### src/rtl/fetch_npc_pkg.sv
package fetch_npc_pkg;
  typedef enum logic [1:0] {
    NPC_SEQ    = 2'd0,
    NPC_BRANCH = 2'd1,
    NPC_JUMP   = 2'd2
  } npc_kind_e;
endpackage

### src/rtl/fetch_npc_sel.sv
module fetch_npc_sel
  import fetch_npc_pkg::*;
(
  input  logic      branch_sel_i,
  input  logic      zero_i,
  input  logic      jump_sel_i,
  output npc_kind_e kind_o
);
  // jump wins over a taken branch
  always_comb begin
    if (jump_sel_i)                  kind_o = NPC_JUMP;
    else if (branch_sel_i && zero_i) kind_o = NPC_BRANCH;
    else                             kind_o = NPC_SEQ;
  end
endmodule

### src/rtl/fetch_target_gen.sv
module fetch_target_gen #(
  parameter int unsigned WORD_W = 30,
  parameter int unsigned IMM_W  = 16,
  parameter int unsigned TGT_W  = 26
) (
  input  logic [WORD_W-1:0] pc_word_i,
  input  logic [IMM_W-1:0]  imm_i,
  input  logic [TGT_W-1:0]  tgt_i,
  output logic [WORD_W-1:0] seq_o,
  output logic [WORD_W-1:0] br_o,
  output logic [WORD_W-1:0] jmp_o
);
  localparam int unsigned HI_W  = WORD_W - TGT_W;
  localparam int unsigned EXT_W = WORD_W - IMM_W;

  logic [WORD_W-1:0] off_word;

  // word units: the x4 scaling is implicit in dropping the low two bits
  assign off_word = {{EXT_W{imm_i[IMM_W-1]}}, imm_i};
  assign seq_o    = pc_word_i + WORD_W'(1);
  assign br_o     = seq_o + off_word;
  assign jmp_o    = {seq_o[WORD_W-1 -: HI_W], tgt_i};
endmodule

### src/rtl/fetch_pc_reg.sv
module fetch_pc_reg #(
  parameter int unsigned        WORD_W     = 30,
  parameter logic [WORD_W-1:0]  RESET_WORD = '0
) (
  input  logic              clk_i,
  input  logic              rst_ni,
  input  logic [WORD_W-1:0] d_i,
  output logic [WORD_W-1:0] q_o
);
  always_ff @(posedge clk_i or negedge rst_ni) begin
    if (!rst_ni) q_o <= RESET_WORD;
    else         q_o <= d_i;
  end
endmodule

### src/rtl/fetch_npc_unit.sv
module fetch_npc_unit
  import fetch_npc_pkg::*;
#(
  parameter int unsigned       XLEN       = 32,
  parameter int unsigned       IMM_W      = 16,
  parameter int unsigned       TGT_W      = 26,
  parameter int unsigned       INSTR_W    = 32,
  parameter logic [XLEN-1:0]   RESET_ADDR = '0
) (
  input  logic               clk_i,
  input  logic               rst_ni,
  input  logic               branch_sel_i,
  input  logic               zero_i,
  input  logic               jump_sel_i,
  input  logic [IMM_W-1:0]   imm16_i,
  input  logic [TGT_W-1:0]   target_i,
  input  logic [INSTR_W-1:0] imem_rdata_i,
  output logic [XLEN-1:0]    pc_o,
  output logic [INSTR_W-1:0] instr_o
);
  localparam int unsigned WORD_W = XLEN - 2;
  localparam logic [WORD_W-1:0] RESET_WORD = RESET_ADDR[XLEN-1:2];

  npc_kind_e         kind;
  logic [WORD_W-1:0] pc_word, seq_word, br_word, jmp_word, next_word;

  fetch_npc_sel u_sel (
    .branch_sel_i (branch_sel_i),
    .zero_i       (zero_i),
    .jump_sel_i   (jump_sel_i),
    .kind_o       (kind)
  );

  fetch_target_gen #(
    .WORD_W (WORD_W),
    .IMM_W  (IMM_W),
    .TGT_W  (TGT_W)
  ) u_tgt (
    .pc_word_i (pc_word),
    .imm_i     (imm16_i),
    .tgt_i     (target_i),
    .seq_o     (seq_word),
    .br_o      (br_word),
    .jmp_o     (jmp_word)
  );

  always_comb begin
    unique case (kind)
      NPC_BRANCH: next_word = br_word;
      NPC_JUMP:   next_word = jmp_word;
      default:    next_word = seq_word;
    endcase
  end

  fetch_pc_reg #(
    .WORD_W     (WORD_W),
    .RESET_WORD (RESET_WORD)
  ) u_pc (
    .clk_i  (clk_i),
    .rst_ni (rst_ni),
    .d_i    (next_word),
    .q_o    (pc_word)
  );

  assign pc_o    = {pc_word, 2'b00};
  assign instr_o = imem_rdata_i;
endmodule

### config.mk
export PLATFORM = sky130hd
export DESIGN_NAME = fetch_npc_unit
export DESIGN_NICKNAME = d
export VERILOG_FILES = /design/src/rtl/fetch_npc_pkg.sv /design/src/rtl/fetch_npc_sel.sv /design/src/rtl/fetch_target_gen.sv /design/src/rtl/fetch_pc_reg.sv /design/src/rtl/fetch_npc_unit.sv
export SDC_FILE = /design/constraint.sdc
export NUM_CORES = 1
export LEC_CHECK = 0
export BUFFER_PORTS_ARGS = -buffer_cell sky130_fd_sc_hd__buf_4
export CORE_MARGIN = 3
export CORE_UTILIZATION = 46
export CTS_CLUSTER_SIZE = 28
export DETAILED_ROUTE_END_ITERATION = 10
export PLACE_DENSITY = 0.76
export SYNTH_ARGS = -nofsm -noshare
export SYNTH_HDL_FRONTEND = slang
export SYNTH_SLANG_ARGS = --single-unit
### constraint.sdc
create_clock -name clk_i -period 4.9 [get_ports clk_i]
set_input_delay 0.245 -clock clk_i [delete_from_list [all_inputs] [get_ports clk_i]]
set_output_delay 0.245 -clock clk_i [all_outputs]
set_load 0.02 [all_outputs]
* Word level (Yosys, flattened, before mapping) *
Index checks and enable logic that the tools add are counted.
W data, S select, Z words.

word-level totals
  register bits after elaboration = 30
  bits in latches = 0
  bits in writable memories = 0
  bits in read-only memories = 0
  logic and storage cells = 9
  memories kept = 0

operators by class
  $add $sub $neg = 2
  multiply operators = 0
  div/mod/pow operators = 0
  $lt $le $gt $ge = 0
  equal/unequal tests = 2
  shifts and indexed selects = 0
  mux-type cells = 3
  bitwise gates (word level) = 0
  reductions and logical operators = 1

operators by type and width
  cell                     number
  $pmux W30 S2             1
  $add A30 B1 Y30 const B  1
  $add A30 B30 Y30         1
  $eq A2 B1 Y1 const B     1
  $eq A2 B2 Y1 const B     1
  $mux W2                  1
  $logic_and A1 B1 Y1      1
  $mux W1                  1

* Logic depth before layout (Yosys ltp) *
  depth in word-level cells = 5
  gate-level depth with buffers = 16
  gate-level depth less buffers = 15

* By module *
A second synthesis with hierarchy kept.

unflattened totals
  cell total of the unflattened synthesis = 494
  area total of the unflattened synthesis = 3940.0 um2

by module, submodules not included
  module            times used  cells an instance  area an instance (um2)  seq. area each (um2)
  fetch_target_gen  1           320                2302.2                  0.0
  fetch_npc_unit    1           142                870.8                   0.0
  fetch_pc_reg      1           30                 750.7                   750.7
  fetch_npc_sel     1           2                  16.3                    0.0

* Worst setup path before layout *
No wires, ideal clock.

  kind = flip-flop to flip-flop
  start point = reg u_pc.q_o[5]
  end point = reg u_pc.q_o[29]
  arrival time = 3767 ps
  required time = 4801 ps
  slack = 1034 ps
  stages on the path, launching flop included = 14
  cell sequence = dfrtp_1 and4_1 nand2_1 nor2_1 nand4_1 xnor2_1 ha_1 buf_2 nand4_1 or4_4 a31o_4 o41ai_4 mux4_2 a311oi_1

between the ends
  longest elaborated chain between the ends = 3

ends and longest elaborated chain
  element                 line                    text
  start, declared         fetch_pc_reg.sv:8       output logic [WORD_W-1:0] q_o
  start signal, assigned  fetch_pc_reg.sv:12      else q_o <= d_i;
  $add A30 B1 Y30 *       fetch_target_gen.sv:20  assign seq_o = pc_word_i + WORD_W'(1);
  $add A30 B30 Y30        fetch_target_gen.sv:21  assign br_o = seq_o + off_word;
  $pmux W30 S2 *          fetch_npc_unit.sv:48    unique case (kind)
  via next_word[29]       fetch_npc_unit.sv:25    logic [WORD_W-1:0] pc_word, seq_word, br_word, jmp_word, next_word;

The timed path passes the listed nets; every way through them passes the cells marked *.

* Worst setup path after layout *
  start point = reg u_pc.q_o[0]
  end point = reg u_pc.q_o[29]

The elaborated chain is that of the path after synthesis.

==> impl_metrics.yaml <==
synth:
  synth_area_um2: 3770
  synth_seq_cells: 30
  async_flop_share_pct: 100
  ys.flop_type: "dfrtp_1"
  synth_edf_count: 0
  syn_inst: 486
  syn_avg_cell_area_um2: 7.75
  ys_seq_area_share_pct: 19.9
  ys_warn_count: 0
  synth_cell_types: 59
setup_path:
  startpoint: "u_pc.q_o[0]"
  crit_path_frequent_cell: "ha_1"
  crit_path_max_incr_delay_ns: 0.59
  cp-start-kind: "flop"
  crit_path_end_kind: "flop"
  critPathBufInv: 0
  crit_required_ns: 5.09
  r2r-end: "u_pc.q_o[29]"
  critical_path.cell_chain: "ha_1 -> nand3_1 -> nor3_1 -> xor2_1 -> ha_1 -> nand4_1 -> or4_4 -> a31o_4 -> o41ai_4 -> mux4_2 -> a311oi_1"
  reg2reg_depth: 11
  path_class: "reg -> reg"
  slowest_stage: "or4_4"
  crit_fanout: 6
  crit_family: "simple AND/OR/NAND/NOR gates"
  r2r_setup_slack_ns: 0.79
  r2r_start: "u_pc.q_o[0]"
  arrival_ns: 4.31
cts:
  clockRootBuffer: "clkbuf_8"
  numCtsBuffers: 5
  htree_levels: 2
  cts_tree: "yes"
  cts_setup_buffers: 0
  cts.clk_slew.worst_paths_ns: 0.07
  clkSinkCount: 30
  clock_path_buffers: 2
  clk_latency_ns: 0.29
sta:
  finClkSkew_ns: 0.00527
  fin_crit_ns: 4.11
  totalNegativeSetupSlack_ns: 0
  slew_viol_final: 0
  clock.fmax_mhz: 243
  finalHoldViolCount: 0
  tightest_slew_ns: 1.01
  setup_viol: 0
  min_period_over_period_pct: 84.0
  relSlewSlack_pct: 32.7
  grt_setup_unrepaired: "no"
run_status:
  status: "complete, no violations"
floorplanning:
  rows: 32
  core_um2: 7850
  pin_count: 143
  dieArea_um2: 9310
  chipWidth_um: 96.5
  start_util_pct: 48.0
  die_y_um: 96.5
route:
  via_per_inst: 5.95
  vias: 3734
  firstDrtPassIters: 5
  wl_per_cell_um: 17.2
  drt_iter0_drc: 326
  ant_nets: 0
  drcViolationCount: 0
  drt-total-wl_um: 10800
place:
  postPlaceCellArea_um2: 4180
  gp_congestion: 0.981
  portBuffers: 76
  dp.final_hpwl_um: 8540
finish:
  postLayoutCellArea_um2: 4280
  drive_gt1_share_pct: 18.4
  synthToLayoutAreaGrowth_pct: 13.6
  multiInputGateArea_um2: 2640
  largest_reg_flops: 30
  largest_register: "u_pc.q_o"
  seq_area_um2: 751
  fillers: 749
  layout_common_cells: "buf_4, nor2_1, nand2_1, a21oi_1, ha_1"
  nets: 640
  reg.largest.list: "u_pc.q_o x30"
  layout.cells.most_common: "buf_4"
  antennaDiodeCount: 0
global_route:
  grt_pass1_vias: 3402
  grt_overflow: 0
  antenna_found_initial: 0
  grt_pass1_wl_um: 16700
  grt_max_degree: 31
  grt.total_usage_pct: 23.1
hold_path:
  hold_class: "in -> reg"
  worstHoldEndpoint: "u_pc.q_o[12]"
  worstHoldPathCells: 2
  worstHoldStart: "target_i[12]"
pwr:
  leakage_nw: 1.94
  p_per_area_nw_per_um2: 334
  max-vdd-ir-drop_v: 0.000120
flow_run:
  maxCapViolations: 0
stage by stage:
step           cells  utilization (%)  hold slack (ns)  power, W  setup slack (ns)
6_report         628             54.5            0.167   0.00143             0.785
5_1_grt          628             54.5            0.168   0.00153             0.531
4_1_cts          628             54.5            0.162   0.00142             0.799
3_5_place_dp     619             53.2            0.197   0.00121             0.808
3_3_place_gp     619             53.2            0.196   0.00119             0.973
2_1_floorplan    487                -          -0.0506  0.000990              1.03
worst max-delay path by stage:
stage	endpoint	slack [ns]	cells after the start
CTS	u_pc.q_o[29]	0.80	11
global placement	u_pc.q_o[29]	0.97	11
finish	u_pc.q_o[29]	0.79	11
floorplan	u_pc.q_o[29]	1.03	13
global route	u_pc.q_o[29]	0.53	11
detailed placement	u_pc.q_o[29]	0.81	11
metal layers:
| metal | global-route usage [%] | share of wire [%] | vias up |
|---|---|---|---|
| met5 | 0 | 0 | - |
| met4 | 9.00 | 3.2 | 0 |
| met3 | 3.41 | 7.1 | 43 |
| met2 | 37.1 | 46 | 147 |
| met1 | 31.1 | 44 | 1762 |
| li1 | - | - | 1782 |
area by class of cell:
| class | instances | area share (%) |
|---|---|---|
| Inverter | 18 | 1.58 |
| Tap cell | 102 | 2.98 |
| Clock buffer | 7 | 2.02 |
| Clock inverter | 1 | 0.117 |
| Sequential cell | 30 | 17.6 |
| Multi-Input combinational cell | 390 | 61.6 |
| Timing Repair Buffer | 80 | 14.1 |
what timing repair did:
| action | in CTS | in global routing |
|---|---|---|
| hold buffers | 1 | 0 |
| hold endpoints to repair | 30 | 0 |
| resized for setup | 0 | 0 |
cell usage after synthesis (all sizes together), types with 2 or more instances:
cell | instances | area [um2]
a211oi | 7 | 52.6
a21o | 11 | 82.6
a21oi | 38 | 190
a2bb2oi | 2 | 17.5
a31oi | 9 | 56.3
and2 | 4 | 25.0
and3 | 10 | 62.6
and4 | 2 | 17.5
buf | 38 | 274
clkbuf | 11 | 41.3
dfrtp | 30 | 751
ha | 35 | 438
inv | 18 | 67.6
mux2 | 5 | 56.3
mux2i | 2 | 20.0
nand2 | 38 | 143
nand2b | 6 | 37.5
nand3 | 27 | 135
nand4 | 6 | 37.5
nor2 | 48 | 180
nor2b | 3 | 18.8
nor3 | 11 | 55.1
o211ai | 9 | 67.6
o21a | 7 | 52.6
o21ai | 27 | 139
o21bai | 4 | 30.0
or2 | 2 | 12.5
or3 | 5 | 31.3
xnor2 | 31 | 272
xor2 | 17 | 149
where the power goes:
part           switching, W  leakage, nW  internal [W]
combinational      0.000492         1.55      0.000373
sequential        0.0000582        0.343      0.000293
clock             0.0000998       0.0482      0.000113
total              0.000650         1.94      0.000779
worst register-to-register path: cells and delay by family (launching register included):
family	cells	cell delay (ns)
AO/OA/AOI/OAI	3	0.88
adder cells (fa/ha/maj)	2	0.66
AND/OR/NAND/NOR	4	1.36
flip-flops	1	0.44
XOR/XNOR	1	0.15
multiplexers	1	0.53
kinds of logic (layout without fill, tap and decap cells):
logic type	count (synthesis)	after routing	synth area share (%)
buffers and inverters	67	106	10.2
other	1	2	0.0996
flip-flops	30	30	19.9
AND/OR/NAND/NOR	167	167	21.3
XOR/XNOR	48	48	11.2
AO/OA/AOI/OAI	129	129	22.5
adder cells (fa/ha/maj)	36	36	12.2
multiplexers	8	8	2.62
Note: power is estimated with default switching activity, not from simulation.
